File: src/rtl/rtc_pkg.sv
package rtc_pkg;

    localparam int OFS_CFG  = 'h0C;
    localparam int OFS_TIME = 'h10;
    localparam int OFS_DATE = 'h14;
    localparam int WORD_W   = 32;

    typedef struct packed {
        logic [4:0] hour;
        logic [5:0] min;
        logic [5:0] sec;
    } tod_t;

    typedef struct packed {
        logic [11:0] year;
        logic [3:0]  month;
        logic [4:0]  day;
    } date_t;

    localparam int TOD_W  = $bits(tod_t);
    localparam int DATE_W = $bits(date_t);

    localparam tod_t  TOD_RESET  = '{hour: 5'd0, min: 6'd0, sec: 6'd0};
    localparam date_t DATE_RESET = '{year: 12'd2000, month: 4'd1, day: 5'd1};

    function automatic logic is_leap(input logic [11:0] y);
        return ((y[1:0] == 2'b00) && ((y % 12'd100) != 12'd0)) ||
               ((y % 12'd400) == 12'd0);
    endfunction

    function automatic logic [4:0] month_len(input logic [11:0] y, input logic [3:0] m);
        case (m)
            4'd2:                      return is_leap(y) ? 5'd29 : 5'd28;
            4'd4, 4'd6, 4'd9, 4'd11:   return 5'd30;
            default:                   return 5'd31;
        endcase
    endfunction

endpackage

File: src/rtl/rtc_prescaler.sv
module rtc_prescaler #(
    parameter int DIV_W      = 16,
    parameter int TRIM_W     = 16,
    parameter int TRIM_EVERY = 4
) (
    input  logic              clk,
    input  logic              rst,
    input  logic              restart,
    input  logic [DIV_W-1:0]  div_val,
    input  logic [TRIM_W-1:0] trim_val,
    output logic              wrap,
    output logic              tick_o
);
    localparam int CNT_W = ((DIV_W > TRIM_W) ? DIV_W : TRIM_W) + 1;
    localparam int SUM_W = CNT_W + 1;
    localparam int IDX_W = (TRIM_EVERY > 1) ? $clog2(TRIM_EVERY) : 1;
    localparam logic [IDX_W-1:0] IDX_LAST = IDX_W'(TRIM_EVERY - 1);

    logic [CNT_W-1:0] count_q;
    logic [IDX_W-1:0] idx_q;
    logic [SUM_W-1:0] sum;
    logic [CNT_W-1:0] lim;
    logic             enabled;
    logic             use_trim;

    assign enabled  = (div_val != '0);
    assign use_trim = (idx_q == IDX_LAST);

    always_comb begin
        sum = {{(SUM_W-DIV_W){1'b0}}, div_val};
        if (use_trim)
            sum = sum + {{(SUM_W-TRIM_W){trim_val[TRIM_W-1]}}, trim_val};
        lim = sum[SUM_W-1] ? '0 : sum[CNT_W-1:0];
    end

    assign wrap = enabled && !restart && (count_q == lim);

    always_ff @(posedge clk) begin
        if (rst) begin
            count_q <= '0;
            idx_q   <= '0;
            tick_o  <= 1'b0;
        end else begin
            tick_o <= wrap;
            if (restart || !enabled) begin
                count_q <= '0;
                idx_q   <= '0;
            end else if (wrap) begin
                count_q <= '0;
                idx_q   <= use_trim ? '0 : idx_q + 1'b1;
            end else begin
                count_q <= count_q + 1'b1;
            end
        end
    end


    cnt_in_range_chk: assert property (@(posedge clk) disable iff (rst)
        count_q <= lim);


    no_tick_when_off_chk: assert property (@(posedge clk) disable iff (rst)
        (!enabled) |=> !tick_o);


    restart_clears_chk: assert property (@(posedge clk) disable iff (rst)
        restart |=> (count_q == '0 && idx_q == '0));

endmodule

File: src/rtl/rtc_tod.sv
module rtc_tod
    import rtc_pkg::*;
(
    input  logic clk,
    input  logic rst,
    input  logic adv,
    input  logic load,
    input  tod_t load_val,
    output tod_t tod_q,
    output logic day_carry
);
    tod_t nxt;
    logic sec_end, min_end, hour_end;

    assign sec_end  = (tod_q.sec  >= 6'd59);
    assign min_end  = (tod_q.min  >= 6'd59);
    assign hour_end = (tod_q.hour >= 5'd23);

    assign day_carry = adv && !load && sec_end && min_end && hour_end;

    always_comb begin
        nxt = tod_q;
        if (sec_end) begin
            nxt.sec = '0;
            if (min_end) begin
                nxt.min = '0;
                nxt.hour = hour_end ? '0 : tod_q.hour + 1'b1;
            end else begin
                nxt.min = tod_q.min + 1'b1;
            end
        end else begin
            nxt.sec = tod_q.sec + 1'b1;
        end
    end

    always_ff @(posedge clk) begin
        if (rst)
            tod_q <= TOD_RESET;
        else if (load)
            tod_q <= load_val;
        else if (adv)
            tod_q <= nxt;
    end


    sec_wrap_chk: assert property (@(posedge clk) disable iff (rst)
        (adv && !load && tod_q.sec == 6'd59) |=> (tod_q.sec == 6'd0));


    sec_step_chk: assert property (@(posedge clk) disable iff (rst)
        (adv && !load && tod_q.sec < 6'd59) |=> (tod_q.sec == $past(tod_q.sec) + 6'd1));


    tod_hold_chk: assert property (@(posedge clk) disable iff (rst)
        (!adv && !load) |=> $stable(tod_q));

endmodule

File: src/rtl/rtc_date.sv
module rtc_date
    import rtc_pkg::*;
(
    input  logic  clk,
    input  logic  rst,
    input  logic  adv,
    input  logic  load,
    input  date_t load_val,
    output date_t date_q
);
    date_t      nxt;
    logic [4:0] last_day;

    assign last_day = month_len(date_q.year, date_q.month);

    always_comb begin
        nxt = date_q;
        if (date_q.day >= last_day) begin
            nxt.day = 5'd1;
            if (date_q.month >= 4'd12) begin
                nxt.month = 4'd1;
                nxt.year  = date_q.year + 1'b1;
            end else begin
                nxt.month = date_q.month + 1'b1;
            end
        end else begin
            nxt.day = date_q.day + 1'b1;
        end
    end

    always_ff @(posedge clk) begin
        if (rst)
            date_q <= DATE_RESET;
        else if (load)
            date_q <= load_val;
        else if (adv)
            date_q <= nxt;
    end


    day_roll_chk: assert property (@(posedge clk) disable iff (rst)
        (adv && !load && date_q.day >= last_day) |=> (date_q.day == 5'd1));


    year_roll_chk: assert property (@(posedge clk) disable iff (rst)
        (adv && !load && date_q.month >= 4'd12 && date_q.day >= last_day)
        |=> (date_q.year == $past(date_q.year) + 12'd1 && date_q.month == 4'd1));

endmodule

File: src/rtl/packed_rtc.sv
module packed_rtc
    import rtc_pkg::*;
#(
    parameter int ADDR_W     = 8,
    parameter int DIV_W      = 16,
    parameter int TRIM_W     = 16,
    parameter int TRIM_EVERY = 4
) (
    input  logic              clk,
    input  logic              rst,
    input  logic [ADDR_W-1:0] bus_addr,
    input  logic              bus_wr,
    input  logic [31:0]       bus_wdata,
    output logic [31:0]       bus_rdata,
    output logic              tick_1hz
);
    localparam int CFG_W = DIV_W + TRIM_W;

    logic [CFG_W-1:0] cfg_q;
    logic sel_cfg, sel_time, sel_date;
    logic wr_cfg, wr_time, wr_date, any_wr;
    logic sec_wrap, day_carry;
    tod_t  tod_q;
    date_t date_q;

    assign sel_cfg  = (bus_addr == ADDR_W'(OFS_CFG));
    assign sel_time = (bus_addr == ADDR_W'(OFS_TIME));
    assign sel_date = (bus_addr == ADDR_W'(OFS_DATE));
    assign wr_cfg   = bus_wr && sel_cfg;
    assign wr_time  = bus_wr && sel_time;
    assign wr_date  = bus_wr && sel_date;
    assign any_wr   = wr_cfg || wr_time || wr_date;

    always_ff @(posedge clk) begin
        if (rst)
            cfg_q <= '0;
        else if (wr_cfg)
            cfg_q <= bus_wdata[CFG_W-1:0];
    end

    rtc_prescaler #(
        .DIV_W(DIV_W), .TRIM_W(TRIM_W), .TRIM_EVERY(TRIM_EVERY)
    ) u_presc (
        .clk      (clk),
        .rst      (rst),
        .restart  (any_wr),
        .div_val  (cfg_q[DIV_W-1:0]),
        .trim_val (cfg_q[CFG_W-1:DIV_W]),
        .wrap     (sec_wrap),
        .tick_o   (tick_1hz)
    );

    rtc_tod u_tod (
        .clk       (clk),
        .rst       (rst),
        .adv       (sec_wrap),
        .load      (wr_time),
        .load_val  (tod_t'(bus_wdata[TOD_W-1:0])),
        .tod_q     (tod_q),
        .day_carry (day_carry)
    );

    rtc_date u_date (
        .clk      (clk),
        .rst      (rst),
        .adv      (day_carry),
        .load     (wr_date),
        .load_val (date_t'(bus_wdata[DATE_W-1:0])),
        .date_q   (date_q)
    );

    always_comb begin
        bus_rdata = '0;
        if (sel_cfg)
            bus_rdata = {{(WORD_W-CFG_W){1'b0}}, cfg_q};
        else if (sel_time)
            bus_rdata = {{(WORD_W-TOD_W){1'b0}}, tod_q};
        else if (sel_date)
            bus_rdata = {{(WORD_W-DATE_W){1'b0}}, date_q};
    end


    tick_single_chk: assert property (@(posedge clk) disable iff (rst)
        (tick_1hz && cfg_q[DIV_W-1:0] != '0 && $past(cfg_q[DIV_W-1:0]) != '0
         && cfg_q[CFG_W-1:DIV_W] == '0) |=> !tick_1hz);


    time_load_chk: assert property (@(posedge clk) disable iff (rst)
        wr_time |=> (tod_q == tod_t'($past(bus_wdata[TOD_W-1:0]))));

endmodule

File: config.mk
export PLATFORM = sky130hd
export DESIGN_NAME = packed_rtc
export DESIGN_NICKNAME = d
export VERILOG_FILES = /design/src/rtl/rtc_pkg.sv /design/src/rtl/rtc_prescaler.sv /design/src/rtl/rtc_tod.sv /design/src/rtl/rtc_date.sv /design/src/rtl/packed_rtc.sv
export SDC_FILE = /design/constraint.sdc
export NUM_CORES = 1
export LEC_CHECK = 0
export BUFFER_PORTS_ARGS = -buffer_cell sky130_fd_sc_hd__buf_2
export CAP_MARGIN = 5
export CORE_UTILIZATION = 35
export CTS_CLUSTER_DIAMETER = 80
export DETAILED_ROUTE_END_ITERATION = 10
export GPL_TIMING_DRIVEN = 0
export HOLD_SLACK_MARGIN = 0.15
export PLACE_DENSITY = 0.56
export SLEW_MARGIN = 20
export SYNTH_ARGS = -nofsm -noshare
export SYNTH_HDL_FRONTEND = slang
export SYNTH_HIERARCHICAL = 1
export SYNTH_SLANG_ARGS = --single-unit
File: constraint.sdc
create_clock -name clk -period 7.8 [get_ports clk]
set_input_delay 0.39 -clock clk [delete_from_list [all_inputs] [get_ports clk]]
set_output_delay 0.39 -clock clk [all_outputs]
set_load 0.01 [all_outputs]
---- Word level (Yosys, flattened, before mapping) ----
Index checks and enable logic that the tools add are counted.
W data, S select, Z words.
cells by class
  mux-type cells .......................... 21
  $lt $le $gt $ge ......................... 5
  div/mod/pow operators ................... 2
  reduce and logical (&&, ||, !) cells .... 34
  equal/unequal tests ..................... 10
  add/sub/neg operators ................... 9
operators by type and width
  operator                 number
  $mux W21                 4
  $mux W17                 3
  $mux W32                 1
  $add A17 B16 Y18         1
  $mux W18                 1
  $add A17 B1 Y17 const B  1
  $eq A17 B17 Y1           1
  $eq A8 B5 Y1 const B     2
  $mux W16                 1
  $reduce_bool A16 Y1      1
  $mux W5                  3
  $add A12 B1 Y12 const B  1
  $add A6 B1 Y6 const B    2
  $ge A6 B6 Y1 const B     2
  $logic_not A12 Y1        1
  $mod A12 B7 Y12 const B  1
  $mod A12 B9 Y12 const B  1
  $mux W12                 1
  $mux W6                  2
  $reduce_bool A12 Y1      1
  $reduce_bool A2 Y1       6
  $mux W11                 1
  $add A5 B1 Y5 const B    2
  $logic_and A1 B1 Y1      10
  other kinds (22)         31
storage, ports and cells
  flip-flop bits (word level) ............. 90
  logic and storage cells ................. 91
  output and inout bits ................... 33

---- Depth between registers and ports, before layout ----
Gate-level depths: netlist of the first run.
  depth in word-level cells ............... 13
  gate-level depth with buffers ........... 24

---- Cells and area by module ----
Netlist of the first run, hierarchy kept.
modules (own cells, without submodules)
  module         cells each  times used  area each (um2)
  rtc_prescaler  351         1           2625.0
  rtc_date       338         1           2423.6
  packed_rtc     225         1           1991.9
  rtc_tod        140         1           1132.3

---- Worst setup path before layout of the first run ----
Ideal clock, no wire load.
  kind .................................... reg-to-reg
  from .................................... register cfg_q[14]
  to ...................................... register u_date/date_q[13] (netlist name)
  arrival time ............................ 5.208 ns
  setup slack ............................. 2.469 ns
  buffers on the path ..................... 3
  stages on the path, launching flop included .. 22
  required time ........................... 7.677 ns
  clock period less this slack ............ 5.331 ns
  cell sequence ........................... dfxtp_1 -> ha_1 -> buf_6 -> a21o_1 -> a221o_1 -> a31o_2 -> or2_4 -> o221ai_4 -> o21ai_2 -> a222oi_1 -> o311ai_1 -> nor3_2 -> and2_1 -> buf_6 -> o21a_1 -> nand3_1 -> nor3_1 -> o21ai_1 -> a21oi_1 -> clkbuf_1 -> a22oi_1 -> or2_2
on the way
  cells in the longest elaborated chain, start to end .. 11
RTL lines
  element                             line                 text
  start: declaration                  packed_rtc.sv:19     logic [CFG_W-1:0] cfg_q;
  start signal: assignment            packed_rtc.sv:38     cfg_q <= bus_wdata[CFG_W-1:0];
  $add A17 B16 Y18                    rtc_prescaler.sv:32  sum = sum + {{(SUM_W-TRIM_W){trim_val[TRIM_W-1]}}, trim_val};
  $mux W18                            rtc_prescaler.sv:31  if (use_trim)
  $mux W17                            rtc_prescaler.sv:33  lim = sum[SUM_W-1] ? '0 : sum[CNT_W-1:0];
  $eq A17 B17 Y1                      rtc_prescaler.sv:36  assign wrap = enabled && !restart && (count_q == lim);
  $logic_and A1 B1 Y1 *               rtc_prescaler.sv:36
  named net sec_wrap                  packed_rtc.sv:22     logic sec_wrap, day_carry;
  $logic_and A1 B1 Y1 * (4 in a row)  rtc_tod.sv:19        assign day_carry = adv && !load && sec_end && min_end && hour_end;
  named net day_carry                 packed_rtc.sv:22
  $reduce_bool A2 Y1 (no line) *      --
  $reduce_and A3 Y1 (no line) *       --
The timed path passes the listed nets; every way through them passes the cells marked *.
A chain may end at the register's enable or synchronous reset.

---- Worst setup path after layout of the first run ----
  from .................................... register cfg_q[0]
  to ...................................... register u_date/date_q[13] (netlist name)
on the way
  cells in the longest elaborated chain, start to end .. 11
RTL lines
  element                             line
  $add A17 B16 Y18                    rtc_prescaler.sv:32
  $mux W18                            rtc_prescaler.sv:31
  $mux W17                            rtc_prescaler.sv:33
  $eq A17 B17 Y1                      rtc_prescaler.sv:36
  $logic_and A1 B1 Y1 *               rtc_prescaler.sv:36
  named net sec_wrap                  packed_rtc.sv:22
  $logic_and A1 B1 Y1 * (4 in a row)  rtc_tod.sv:19
  named net day_carry                 packed_rtc.sv:22
  $reduce_bool A2 Y1 (no line) *      --
  $reduce_and A3 Y1 (no line) *       --
Marked as above.

==> results by stage, run 1 <==
Die:
- From left edge to right edge, the die measures 155 um.
- The number of I/O pins is 76.
- The region available for standard cell placement spans 22800 um2.
- The area of the die is 24000 um2.
- The starting utilization of the core area is 0.359.
- The number of core rows is 55.
- The vertical extent of the die is 155 um.

Critical path:
- At the worst endpoint, the arrival time is 7.32 ns.
- At the worst endpoint, the required time is 8.04 ns.
- The worst setup path is launched from a register.
- The maximum fanout count along the critical path is 10.
- STA classifies the critical path endpoint as a register.
- Counting cells, the worst reg-to-reg path comes to 22.
- The startpoint-to-endpoint class of the critical path is reg -> reg.

Yosys:
- Counting flops with a built-in enable in the synthesized netlist gives 0.
- The number of nets handed over by synthesis was 1129.
- The post-synthesis async set-or-reset flop share is 0.
- After synthesis, the largest family of logic cells by area is simple AND/OR/NAND/NOR gates.
- The post-synthesis share of cell area spent on xor and xnor gates is 0.0351.
- The average cell area after synthesis is 7.75 um2.
- In the synthesized netlist the dominant register cell turns out to be sky130_fd_sc_hd__dfxtp_1.
- After synthesis the netlist holds a flip-flop and latch count of 90.
- The simple-gate area share of the yosys netlist is 0.285.
- Of the total synthesized cell area, the portion taken by full adders, half adders and majority gates is 0.0499.
- The sequential fraction of the synthesis area is 0.220.
- In the synthesized netlist, the number of instances is 1054.
- The Yosys step of the flow raised 6 warnings.
- The share of the synthesized area in compound gates (AO/OA/AOI/OAI) is 0.280.
- Measured against the total synthesized area, the mux share comes to 0.0641.
- The number of distinct standard cells referenced by the synthesized netlist is 106.
- The synthesized cell area is 8170 um2.

STA:
- Subtracting the final worst setup slack from the clock period gives 7.08 ns.
- The final count of negative-setup-slack endpoints is 0.
- Timing would allow up to 141 MHz.
- The count of final hold-check violations was 0.
- The remaining max-slew budget at the tightest pin is 0.504.
- The number of pins exceeding their max-slew limit in the final report is 0.
- Across the routed clock network, the largest skew measured is 0.0179 ns.
- At the pin with the least slew margin, the transition time is 0.744 ns.
- The accumulated negative setup slack is 0 ns.
- The minimum hold slack is 0.293 ns.
- The post-route fraction of the period consumed by the critical path is 0.908.
- Setup repair after global routing left no endpoint under its margin.

Drt:
- For this run, the detailed router's first-pass iteration total came to 5.
- Across all layers, the routed design uses 8392 vias.
- After detailed routing, the number of remaining DRC violations is 0.
- In the final routed layout, each cell accounts on average for 19.0 um.
- The starting DRC count in detailed routing is 743.
- The aggregate routed wire length is 27700 um.
- Dividing the detail-routed via count by the number of cells gives 5.76.
- The number of routed nets with antenna violations is 0.

Layout:
- The area added between synthesis and finish is 13.1%.
- The repair_antennas step left the layout with diodes totalling 0.
- Summing all flip-flop and latch instances after layout gives 1800 um2.
- The fraction of final layout cells with drive strength greater than 1 is 0.141.
- The number of filler cells placed in the layout is 2404.
- The library cells used most frequently in the layout, excluding fill and tap cells, are sky130_fd_sc_hd__buf_2 (90), sky130_fd_sc_hd__dfxtp_1 (90), sky130_fd_sc_hd__nor2_1 (86).
- For this run, the post-layout net count is 1215.
- The multi-input logic area is 5850 um2.

Placement:
- The congestion estimate from routability-driven global placement came to 0.955.
- Detailed placement finished with a half-perimeter wire length of 21600 um.
- In this run the tool buffered the top-level ports with 75 buffer cells.

Pwr:
- Summed over all cells, the static leakage comes to 3.51 nW.
- Dividing total power by cell area gives a power density of 103 nW/um2.
- The design draws 0.000952 W.
- The maximum ir drop on the vdd rail is 0.111 mV.

Clocking:
- The H-tree depth is 3.
- The clock-pin slew on the worst setup and hold paths is 0.07 ns.
- The clock reaches the later pin of the worst-skew pair after 0.36 ns.
- Post-CTS timing repair inserted 0 buffers for setup.
- The number of buffers on the longest clock path is 2.
- TritonCTS built the clock tree.
- The TritonCTS sink count is 90.
- The buffer cell driving the clock tree root is sky130_fd_sc_hd__clkbuf_16.
- Buffers inserted during clock tree synthesis total 9.

Global routing:
- The first global-routing pass estimated 43800 um of wire.
- The number of global-route vias before repair came to 7769.
- Summed over all layers, the global routing overflow is 0.
- Across every metal layer, demand over resource in global routing totals 0.233.
- The pin count of the biggest net entering global routing is 17.
- The initial antenna violation count came to 0.

Min path:
- The class of the most critical hold timing path is in -> reg.
- The cell depth of the worst hold path is 3.

Job:
- The reported max-cap violation count is 0.

Status:
- The run finished with clean final reports.
## layer usage
layer / share of wire / GRT usage / vias up
met5: 0 / 0 / -
li1: - / - / 4091
met4: 0.020 / 0.0646 / 0
met1: 0.46 / 0.321 / 3959
met3: 0.067 / 0.0336 / 34
met2: 0.45 / 0.377 / 308
## timing repair
action,CTS,global route
hold buffers,0,0
resized for setup,0,1
endpoints found under the setup margin,0,4
## kinds of logic after synthesis
logic type	after synthesis
AO/OA/AOI/OAI	308
XOR/XNOR	31
adder cells (fa/ha/maj)	32
buffers and inverters	117
flip-flops	90
multiplexers	52
AND/OR/NAND/NOR	424
## critical path, stage by stage, from the launching register on
cell,delay (ns)
sky130_fd_sc_hd__dfxtp_1,0.48
sky130_fd_sc_hd__ha_1,0.22
sky130_fd_sc_hd__inv_1,0.06
sky130_fd_sc_hd__fa_1,0.38
sky130_fd_sc_hd__nor2b_1,0.25
sky130_fd_sc_hd__o31a_1,0.29
sky130_fd_sc_hd__o21a_1,0.27
sky130_fd_sc_hd__a21oi_1,0.10
sky130_fd_sc_hd__nor3_1,0.57
sky130_fd_sc_hd__nor4b_1,0.31
sky130_fd_sc_hd__o31a_1,0.16
sky130_fd_sc_hd__o21ai_1,0.13
sky130_fd_sc_hd__nor3_2,0.42
sky130_fd_sc_hd__and2_1,0.29
sky130_fd_sc_hd__buf_6,0.16
sky130_fd_sc_hd__o21a_1,0.18
sky130_fd_sc_hd__nand3_1,0.30
sky130_fd_sc_hd__nor3_2,0.48
sky130_fd_sc_hd__o21ai_1,0.29
sky130_fd_sc_hd__a21oi_1,0.67
sky130_fd_sc_hd__clkbuf_1,0.48
sky130_fd_sc_hd__a22oi_1,0.16
sky130_fd_sc_hd__or2_2,0.29
## registers in the layout, indices dropped and copies added, names as in the netlist
register,flops
u_tod/tod_q,17
u_presc/idx_q,2
u_presc/count_q,17
u_presc/tick_o,1
u_date/date_q,21
cfg_q,32
## path summary, 6_finish.rpt
check / start / endpoint / slack [ns]
hold / removal: bus_wdata[22] / cfg_q[22] / 0.29
hold reg to reg: u_presc/idx_q[1] / u_presc/idx_q[1] / 0.47
setup / recovery: cfg_q[0] / u_date/date_q[13] / 0.72
setup reg to reg: cfg_q[0] / u_date/date_q[13] / 0.72
## layout make-up
class                           count  share of cell area
Inverter                           56              0.0227
Timing Repair Buffer               75              0.0406
Clock buffer                       11              0.0274
Tap cell                          313              0.0424
Multi-Input combinational cell    847               0.633
Clock inverter                      5             0.00460
Buffer                             61              0.0345
Sequential cell                    90               0.195
## power breakdown
group          switching [W]  internal, W
Clock               0.000202     0.000238
Combinational      0.0000315    0.0000199
Sequential        0.00000102     0.000460
Total               0.000235     0.000717
## stage by stage
stage	util	cells	setup WS, ns	area [um2]
detailed placement	0.392	1442	0.673	8940
CTS	0.405	1458	0.617	9240
global placement	0.392	1442	0.712	8940
floorplan	-	1054	2.47	8170
global route	0.406	1458	0.273	9240
finish	0.406	1458	0.721	9240
## synthesized netlist by cell type (9+ instances only)
cell,count,area (um2)
sky130_fd_sc_hd__a21oi_1,42,210
sky130_fd_sc_hd__a31oi_1,20,125
sky130_fd_sc_hd__a21o_1,12,90.1
sky130_fd_sc_hd__a22o_1,10,87.6
sky130_fd_sc_hd__o21ai_0,51,255
sky130_fd_sc_hd__buf_2,15,75.1
sky130_fd_sc_hd__inv_1,52,195
sky130_fd_sc_hd__nand2b_1,78,488
sky130_fd_sc_hd__ha_1,31,388
sky130_fd_sc_hd__xor2_1,9,78.8
sky130_fd_sc_hd__a221o_1,20,200
sky130_fd_sc_hd__or3_1,11,68.8
sky130_fd_sc_hd__a211oi_1,14,105
sky130_fd_sc_hd__o211ai_1,14,105
sky130_fd_sc_hd__nand3_1,34,170
sky130_fd_sc_hd__nor4_1,10,62.6
sky130_fd_sc_hd__nand2_1,59,221
sky130_fd_sc_hd__nor2b_1,11,68.8
sky130_fd_sc_hd__clkbuf_1,30,113
sky130_fd_sc_hd__xnor2_1,20,175
sky130_fd_sc_hd__and2_1,17,106
sky130_fd_sc_hd__mux2i_1,49,490
sky130_fd_sc_hd__o21a_1,13,97.6
sky130_fd_sc_hd__o22ai_1,10,62.6
sky130_fd_sc_hd__and3_1,20,125
sky130_fd_sc_hd__nor2_1,86,323
sky130_fd_sc_hd__dfxtp_1,90,1800
sky130_fd_sc_hd__o21ai_1,9,45.0
sky130_fd_sc_hd__nand3b_1,10,75.1
sky130_fd_sc_hd__nor3_1,39,195
(Power assumes the default switching activity.)
==> run 2: changes to the inputs <==
Settings changed: REMOVE_ABC_BUFFERS set to 1.
==> results by stage, run 2 (same netlist as run 1, synthesis figures left out) <==
Placement:
- The port buffer count is 75.
- At the end of routability-driven placement, the weighted congestion stood at 0.839.
- The half-perimeter wire length of the detailed placement result is 18400 um.
- The instance area at placement is 8780 um2.

STA:
- The timing-limited maximum frequency is 142 MHz.
- Between clock sinks in the finished design, the worst skew comes to 0.0145 ns.
- The post-route fraction of the period consumed by the critical path is 0.900.
- The number of pins exceeding their max-slew limit in the final report is 0.
- The final count of negative-setup-slack endpoints is 0.
- For the pin with the worst max-slew slack, the measured transition is 0.977 ns.
- The remaining max-slew budget at the tightest pin is 0.346.
- Counting I/O delays and the setup requirement, the final critical path takes 7.02 ns.
- The count of final hold-check violations is 0.
- Setup repair after global routing left no endpoint under its margin.

Pwr:
- The power density normalized to cell area is 108 nW/um2.
- Of the total power, the share spent switching nets is 0.229.
- The net switching power of the design is 0.000226 W.
- The total power consumption of the routed design is 0.000986 W.
- The internal power of the cells is 0.000760 W.
- The maximum ir drop on the vdd rail is 0.100 mV.
- The part of the total power dissipated in sequential elements is 0.467.
- The share of total power dissipated in the clock network is 0.486.
- The leakage power summed over all cells is 3.44 nW.
- Of the total power, combinational logic draws 0.047.

Die:
- The number of core rows is 55.
- Pin placement for this block handled 76 I/O pins.
- The die covers 24000 um2.
- The horizontal extent of the die is 155 um.
- The starting utilization of the core area is 0.359.
- The core region is 22800 um2.
- The vertical extent of the die is 155 um.

Layout:
- The register with the most flip-flops in the final layout is cfg_q.
- The area added between synthesis and finish is 11.3%.
- Of the cells placed in the final design, the portion with a size suffix greater than 1 is 0.137.
- The commonest non-fill, non-tap cell in the layout is sky130_fd_sc_hd__dfxtp_1.
- The area of all placed cells without fillers is 9100 um2.
- The largest registers in the layout are cfg_q: 32 flops, u_date/date_q: 21 flops.
- Counting the fill cells in the layout gives 2365.
- The number of flip-flops under the largest register name is 32.
- For this run, the post-layout net count is 1166.
- The top cell types in the final layout, fill and taps aside, are sky130_fd_sc_hd__dfxtp_1 (90), sky130_fd_sc_hd__nor2_1 (86), sky130_fd_sc_hd__nand2b_1 (78).
- The antenna diode count is 0.

Critical path:
- The largest stage delay on the critical path is 0.65 ns.
- The critical path is of the reg -> reg type.
- The arrival time at the worst endpoint is 7.25 ns.
- STA puts the critical path data required time at 8.03 ns.
- STA classifies the critical path startpoint as a register.
- STA classifies the critical path endpoint as a register.
- Traced cell by cell, the critical path runs through ha_1 -> inv_1 -> fa_1 -> nor2b_1 -> o31a_1 -> o21a_1 -> a21oi_1 -> nor3_1 -> nor4b_1 -> o31a_1 -> o21ai_1 -> nor3_2 -> and2_1 -> o21a_1 -> nand3_1 -> nor3_2 -> o21ai_1 -> a21oi_2 -> o21ai_0 -> a221o_1.
- The library cell contributing the largest single delay on the critical path is sky130_fd_sc_hd__a21oi_2.
- Of all nets on the critical path, the largest fanout is 18.

Drt:
- The aggregate routed wire length is 24300 um.
- The number of routed nets with antenna violations is 0.
- The starting DRC count in detailed routing is 612.
- For this run, design rule violations remaining after detail routing come to 0.
- After detailed routing, the number of vias per cell comes to 5.68.
- The routed wirelength normalized by instance count is 17.3 um.
- The first detailed-routing pass ran for 5 iterations.
- Detailed routing inserted a total of 7991 vias.

Status:
- The run finished with clean final reports.

Clocking:
- TritonCTS built the clock tree.
- Clock-pin slew was measured on the worst setup and hold paths at 0.07 ns.
- The number of buffers on the longest clock path is 2.
- In this run the clock root is driven by a sky130_fd_sc_hd__clkbuf_16.
- The insertion delay to the later sink of the worst-skew pair is 0.36 ns.
- Counting the buffers created by CTS gives 9.
- The H-tree depth is 3.
- The TritonCTS sink count is 90.
- The number of hold buffers added after cts is 0.

Global routing:
- Entering global routing, the biggest net connects 65 pins.
- The initial antenna violation count was 0.
- The overall track demand over capacity in global routing is 0.202.
- The number of global-route vias before repair is 7080.
- The total overflow left after global routing is 0.
- The first-pass GRT wire length is 38800 um.

Job:
- The tool flagged a number of max-cap violations equal to 0.

Min path:
- The class of the most critical hold timing path is in -> reg.
==> run 2: changes by cell type in the layout (fill, tap and decap cells not counted), sizes merged <==
cell,previous run,this run
inv,56,55
clkinv,4,3
clkbuf,44,9
buf,103,87
clkinvlp,1,2
bufinv,0,2
==> run 2: worst max-delay path: cells and delay by family, from the launching register on <==
family / cells / cell delay [ns]
buffers and inverters: 1 / 0.06
adder cells (fa/ha/maj): 2 / 0.62
AND/OR/NAND/NOR: 7 / 2.91
AO/OA/AOI/OAI: 10 / 2.73
flip-flops: 1 / 0.56
==> run 2: final timing paths <==
kind	from	endpoint	slack, ns	cells past startpoint
hold / removal	bus_wdata[23]	cfg_q[23]	0.29	3
setup / recovery	cfg_q[0]	u_date/date_q[17]	0.78	20
hold reg to reg	u_presc/idx_q[1]	u_presc/idx_q[1]	0.48	2
setup reg to reg	cfg_q[0]	u_date/date_q[17]	0.78	20
==> run 2: per-stage QoR <==
step,instances,setup TNS (ns),hold WS (ns),util,setup WS [ns]
3_5_place_dp,1393,0,0.466,0.385,0.293
2_1_floorplan,993,0,0.438,-,1.62
4_1_cts,1408,0,0.275,0.399,0.239
5_1_grt,1408,0,0.282,0.400,0.264
6_report,1408,0,0.289,0.400,0.779
3_3_place_gp,1381,-7.22,0.458,0.378,-0.850
==> run 2: final cells by class <==
class                   instances  area [um2]  share of cell area
multi-input cells             847        5880               0.646
flip-flops and latches         90        1800               0.198
repair buffers                 87         500              0.0550
well taps                     313         392              0.0430
clock buffers                   9         225              0.0247
inverters                      56         214              0.0235
clock inverters                 6        90.1             0.00990
==> run 2: metal layers <==
metal	wire (um)	vias up	track usage	share of wire
met5	0	-	0	0
met4	328	0	0.0448	0.013
met3	1130	20	0.0303	0.046
met2	10700	189	0.314	0.44
met1	12200	3790	0.293	0.50
li1	-	3992	-	-
==> run 2: timing repair <==
action                                 in CTS  in global routing
endpoints found under the hold margin       0                  0
gates resized for setup                     0                  2
setup buffers                               0                  0
setup endpoints to repair                   0                 11
==> run 2: power groups by stage <==
stage / logic, W / clock network (W) / registers, W
floorplan: 0.0000171 / 0 / 0.000471
global placement: 0.0000447 / 0 / 0.000471
detailed placement: 0.0000468 / 0 / 0.000471
global route: 0.0000504 / 0.000510 / 0.000461
finish: 0.0000461 / 0.000479 / 0.000461
CTS: 0.0000469 / 0.000493 / 0.000461
